===== src/rtl/cxn_pkg.sv =====
package cxn_pkg;

  typedef enum logic {
    ROUTE_PASS = 1'b0,
    ROUTE_SWAP = 1'b1
  } route_e;

  typedef struct packed {
    logic   decided;
    route_e route;
  } cxn_state_t;

endpackage


===== src/rtl/cxn_detect.sv =====
module cxn_detect
  import cxn_pkg::*;
(
  input  logic   in_a,
  input  logic   in_b,
  input  logic   bit_vld,
  input  logic   max_low,
  output logic   differ,
  output route_e route_now
);

  // The bit that is 1 belongs to the larger word.
  // Swap when that word would otherwise land on the wrong port.
  always_comb begin
    differ    = bit_vld & (in_a ^ in_b);
    route_now = ROUTE_PASS;
    if (differ) begin
      route_now = route_e'(max_low ? in_a : in_b);
    end
  end

endmodule


===== src/rtl/cxn_state.sv =====
module cxn_state
  import cxn_pkg::*;
(
  input  logic       clk,
  input  logic       rst_n,
  input  logic       word_clr,
  input  logic       differ,
  input  route_e     route_now,
  output cxn_state_t state_q
);

  cxn_state_t state_d;
  logic       ld_en;

  always_comb begin
    ld_en   = 1'b0;
    state_d = state_q;
    if (word_clr) begin
      ld_en           = 1'b1;
      state_d.decided = 1'b0;
      state_d.route   = ROUTE_PASS;
    end else if (!state_q.decided && differ) begin
      ld_en           = 1'b1;
      state_d.decided = 1'b1;
      state_d.route   = route_now;
    end
  end

  always_ff @(posedge clk or negedge rst_n) begin
    if (!rst_n) begin
      state_q.decided <= 1'b0;
      state_q.route   <= ROUTE_PASS;
    end else if (ld_en) begin
      state_q <= state_d;
    end
  end

endmodule


===== src/rtl/cxn_steer.sv =====
module cxn_steer
  import cxn_pkg::*;
(
  input  route_e sel,
  input  logic   in_a,
  input  logic   in_b,
  output logic   out_up,
  output logic   out_dn
);

  always_comb begin
    if (sel == ROUTE_SWAP) begin
      out_up = in_b;
      out_dn = in_a;
    end else begin
      out_up = in_a;
      out_dn = in_b;
    end
  end

endmodule


===== src/rtl/cxn_node.sv =====
module cxn_node
  import cxn_pkg::*;
(
  input  logic clk,
  input  logic rst_n,
  input  logic in_a,
  input  logic in_b,
  input  logic bit_vld,
  input  logic max_low,
  input  logic word_clr,
  output logic out_up,
  output logic out_dn,
  output logic decided
);

  logic       differ;
  route_e     route_now;
  route_e     route_eff;
  cxn_state_t state_q;

  cxn_detect u_detect (
    .in_a      (in_a),
    .in_b      (in_b),
    .bit_vld   (bit_vld),
    .max_low   (max_low),
    .differ    (differ),
    .route_now (route_now)
  );

  cxn_state u_state (
    .clk       (clk),
    .rst_n     (rst_n),
    .word_clr  (word_clr),
    .differ    (differ),
    .route_now (route_now),
    .state_q   (state_q)
  );

  // The latched setting wins; before the decision, the live comparison steers.
  always_comb begin
    route_eff = state_q.decided ? state_q.route : route_now;
  end

  cxn_steer u_steer (
    .sel    (route_eff),
    .in_a   (in_a),
    .in_b   (in_b),
    .out_up (out_up),
    .out_dn (out_dn)
  );

  assign decided = state_q.decided;

endmodule


===== config.mk =====
export PLATFORM = sky130hd
export DESIGN_NAME = cxn_node
export DESIGN_NICKNAME = d
export VERILOG_FILES = /design/src/rtl/cxn_pkg.sv /design/src/rtl/cxn_detect.sv /design/src/rtl/cxn_state.sv /design/src/rtl/cxn_steer.sv /design/src/rtl/cxn_node.sv
export SDC_FILE = /design/constraint.sdc
export NUM_CORES = 1
export LEC_CHECK = 0
export ABC_AREA = 1
export BUFFER_PORTS_ARGS = -buffer_cell sky130_fd_sc_hd__buf_2
export CAP_MARGIN = 5
export CORE_AREA = 2 2 39 41
export CTS_CLUSTER_DIAMETER = 60
export CTS_CLUSTER_SIZE = 10
export DETAILED_ROUTE_END_ITERATION = 8
export DIE_AREA = 0 0 41 43
export SYNTH_ARGS = -nofsm -noshare
export SYNTH_HDL_FRONTEND = slang
export SYNTH_SLANG_ARGS = --single-unit

===== constraint.sdc =====
create_clock -name clk -period 2 [get_ports clk]
set_clock_uncertainty 0.15 [all_clocks]
set_input_delay 0.3 -clock clk [delete_from_list [all_inputs] [get_ports clk]]
set_output_delay 0.3 -clock clk [all_outputs]
set_load 0.02 [all_outputs]

After elaboration in Yosys (flattened, before gate mapping)
Cells that the tools add are included.

word-level totals
  output and inout bits = 3
  logic and storage cells = 17
  input port bits = 7
  register bits = 2

cells by class
  reductions and logical operators = 4
  bitwise logic cells = 2
  mux-type cells = 9

operators by type and width
  kind               count
  $mux 1             7
  $mux 2             2
  $reduce_and 2->1   1
  $reduce_bool 2->1  1
  $and 1x1->1        1
  $logic_and 1x1->1  1
  $logic_not 1->1    1
  $xor 1x1->1        1

Longest topological paths before layout
  word-level depth = 6
  depth in mapped cells = 7
  depth with buffers taken out = 7

By module
From an unflattened synthesis, not the netlist that was laid out.

unflattened totals
  cells, all modules = 28
  area, all modules = 160.2 um2

modules (own cells, without submodules)
  module      area an instance (um2)  instances  cells an instance  sequential area each (um2)
  cxn_state   83.8                    1          9                  50.0
  cxn_detect  35.0                    1          8                  0.0
  cxn_steer   26.3                    1          7                  0.0
  cxn_node    15.0                    1          4                  0.0

Worst setup path before layout
No wires, ideal clock.

  path kind = register -> output
  start point = register u_state.state_q[1] (netlist name)
  end point = output out_dn
  arrival time = 0.940 ns
  buffers on the path = 0
  required time = 1.550 ns
  stages on the path, launching flop included = 6
  setup slack = 0.610 ns
  cell sequence = dfrtp_1 inv_1 nand3_2 nand2_1 nand2_1 nand2_1

between the ends
  longest elaborated chain between the ends = 2

ends and longest elaborated chain
  element        RTL line         source
  $mux 1         cxn_node.sv:41   route_eff = state_q.decided ? state_q.route : route_now;
  $mux 1         cxn_steer.sv:12  if (sel == ROUTE_SWAP) begin
  end, declared  cxn_node.sv:12   output logic out_dn,

Every way passes these cells.

Worst setup path after layout
  start point = register u_state.state_q[1] (netlist name)
  end point = output out_up

between the ends
  longest elaborated chain between the ends = 2

ends and longest elaborated chain
  element        RTL line         source
  $mux 1         cxn_node.sv:41
  $mux 1         cxn_steer.sv:12
  end, declared  cxn_node.sv:11   output logic out_up,

Every way passes these cells.

==> flow_summary.ini <==
[status]
status = finished, final reports clean

[setup_path]
crit_path_max_fanout = 4
worst-setup-path-type = flip-flop to output pin
worst_path_largest_cell_delay_ps = 380
reg2reg_from = u_state.state_q[1]$_DFFE_PN0P_
reg2reg_slack_ps = 1010
critical_path_arrival_ps = 1170
crit_path_frequent_cell = sky130_fd_sc_hd__nand2_1
cpMaxStageDelayCell = sky130_fd_sc_hd__dfrtp_1
crit_path_cell_trace = inv_1, nand3_2, nand2_1, nand2_1, nand2_1, buf_2
crit_path_start_kind = flip-flop
r2r.worst_path.cells = 3
end_kind = output pin
critical_path_cell_count = 6
worst-endpoint-required_ps = 1550
sum_of_buffers_and_inverters_on_the_critical_path = 2
critPathTopFamily = flip-flops
critical_path.reg2reg.endpoint = u_state.state_q[0]$_DFFE_PN0P_

[floorplanning]
start_util_pct = 10.7
chipWidth_um = 41
coreArea_mm2 = 0.00138
floorplan.die.height_um = 43
num_ports = 10
core.rowCount = 14
die-area_mm2 = 0.00176

[sta]
timing.final.crit_period_ps = 1620
fin_ws_ps = 378
worst_hold_slack_ps = 88.8
setup-violations-final = 0
final-max-slew-violation-count = 0
timing.setup.tns_ps = 0
fmax_mhz = 617
slew_at_the_pin_closest_to_its_max_slew_limit_ps = 116
hold_viol = 0
max-slew-margin-rel_pct = 92.2
min_period_over_period_pct = 81.1
setup_repair_after_global_routing_missed_its_margin = no

[cts]
clk_transition_reported_paths_ps = 30
cts_htree_levels = 1
numClockSinks = 2
tritoncts = built
cts_resized = 0
root_buffer = sky130_fd_sc_hd__clkbuf_4
worst_skew_pair.late_latency_ps = 230
cts.path.max_buffers = 2
cts_made_buffers = 3

[grt]
globalRouteTotalUtil_pct = 4.42
grt_start_max_net_pins = 6
number_of_global_route_vias_before_repair = 133
grt_antenna_before_repair = 0
total_congestion_overflow_after_global_routing = 0
grt_pass1_wl_um = 489

[cells_and_area]
post_route_cells_drive_above_1_share_pct = 41.7
finalNetCount = 45
most_common_library_cell_in_the_layout_ignoring_fill_and_taps = sky130_fd_sc_hd__nand2_1
reg.largest.list = u_state.state_q: 2 flops
flip_flop_count_of_the_largest_register_all_copies_and_words_added = 2
largest-register = u_state.state_q
area.growth.synth_to_final_pct = 66.1
ant_diodes = 0
layout_common_cells = sky130_fd_sc_hd__nand2_1 (11), sky130_fd_sc_hd__buf_2 (9), sky130_fd_sc_hd__clkbuf_4 (3)

[synthesis]
syn_avg_cell_area_um2 = 6.42
synth_top_family_by_area = simple AND/OR/NAND/NOR gates
synth_mux_area_share_pct = 0
ys_top_cells_by_area = sky130_fd_sc_hd__dfrtp_1 (34%), sky130_fd_sc_hd__nand2_1 (28%), sky130_fd_sc_hd__a21oi_1 (6.8%), sky130_fd_sc_hd__nand3_1 (6.8%), sky130_fd_sc_hd__nand3_2 (6.8%)
synth.yosys.seq_area_share_pct = 33.9
synth_xor_xnor_area_share_pct = 0
post_synth_fa_ha_maj_area_fraction_pct = 0
synth_compound_area_share_pct = 12.7
ys_types = 9
syn-instance-count = 23
ys_seq_elements = 2
synth_area_um2 = 148
postSynthNetCount = 30
post-synth-top-area-fraction_pct = 33.9
synthSimpleGateAreaFrac_pct = 48.3
synth_largest_area_cell = sky130_fd_sc_hd__dfrtp_1
synth.yosys.warnings = 0

[pwr]
p_sw_share_pct = 28.2
power.switching_uw = 49.4
p_leak_nw = 0.135
share_seq_of_total_power_pct = 25.8
clock_power_share_pct = 51.2
powerDensity_mw_per_mm2 = 714
p_int_uw = 126
comb_power_share_pct = 22.9
peakVddDrop_mv = 0.221

[worst_hold_path]
hold-path-cell-count = 2
whs_endpoint = u_state.state_q[0]$_DFFE_PN0P_
holdCritPathClass = primary input to flip-flop
hold_start = word_clr

[drt]
route.detailed.vias_per_inst = 3.46
remaining_drc_errors = 0
total_number_of_vias = 180
route.detailed.wl_per_inst_um = 7.13
route.final.wire_length_um = 371
drtPass1Iterations = 2
detail-route-antenna-nets = 0
drt_iter0_markers = 3

[place]
globalplace.congestion = 0.506
dp_slack_ps = 451
io_buffer_count = 9

[job]
maxCapViolCount = 0
-- synthesized netlist by cell type, drive strengths merged --
cell	n
a21oi	2
nor2	2
o21ai	1
inv	2
nand2	11
dfrtp	2
nand3	3
-- stage by stage --
stage | utilization (%) | cell area (µm²) | cells | power [mW]
after CTS | 17.7 | 245 | 52 | 0.180
final | 17.7 | 245 | 52 | 0.175
after detailed placement | 15.4 | 213 | 48 | 0.0844
after global placement | 15.4 | 213 | 48 | 0.0838
after global routing | 17.7 | 245 | 52 | 0.186
after floorplan | - | 148 | 23 | 0.0683
-- power by group through the flow --
stage	Sequential [mW]	Combinational (mW)	Clock [mW]
2_1_floorplan	0.0475	0.0208	0
3_3_place_gp	0.0455	0.0383	0
3_5_place_dp	0.0457	0.0387	0
4_1_cts	0.0453	0.0403	0.0947
5_1_grt	0.0457	0.0448	0.0960
6_report	0.0452	0.0402	0.0897
-- how the worst max path moves through the flow --
| stage | startpoint | endpoint |
|---|---|---|
| after floorplan | u_state.state_q[1]$_DFFE_PN0P_ | out_dn |
| after global placement | in_a | out_dn |
| after detailed placement | in_a | out_up |
| after CTS | u_state.state_q[1]$_DFFE_PN0P_ | out_up |
| after global routing | u_state.state_q[1]$_DFFE_PN0P_ | out_up |
| final | u_state.state_q[1]$_DFFE_PN0P_ | out_up |
-- worst reg2reg max path, cell delays in order (launching register included) --
cell and delay (ps):
sky130_fd_sc_hd__dfrtp_1 380, sky130_fd_sc_hd__inv_1 110, sky130_fd_sc_hd__nand3_2 120, sky130_fd_sc_hd__a21oi_1 160
-- cells by family (layout without fill, tap and decap cells) --
group,count (synthesis),after routing
AND/OR/NAND/NOR,16,16
flip-flops,2,2
buffers and inverters,2,15
AO/OA/AOI/OAI,3,3
-- cell type report --
type	count	area, µm²
well taps	16	20.0
flip-flops and latches	2	50.0
repair buffers	10	55.1
fillers	151	1140
multi-input cells	19	90.1
inverters	2	7.51
clock buffers	3	22.5
-- per-layer routing --
layer  GRT usage, %  part of all wire [%]  vias up
met5              0                     0        -
met4           4.00                     0        0
met3           1.57                    10        0
met2           4.69                    37        9
met1           6.43                    53       71
li1               -                     -      100
-- timing repair --
item,4_1_cts,5_1_grt
hold buffers,1,0
buffers inserted,0,0
endpoints found under the hold margin,2,0
No activity file was read; power rests on OpenSTA's default activity.
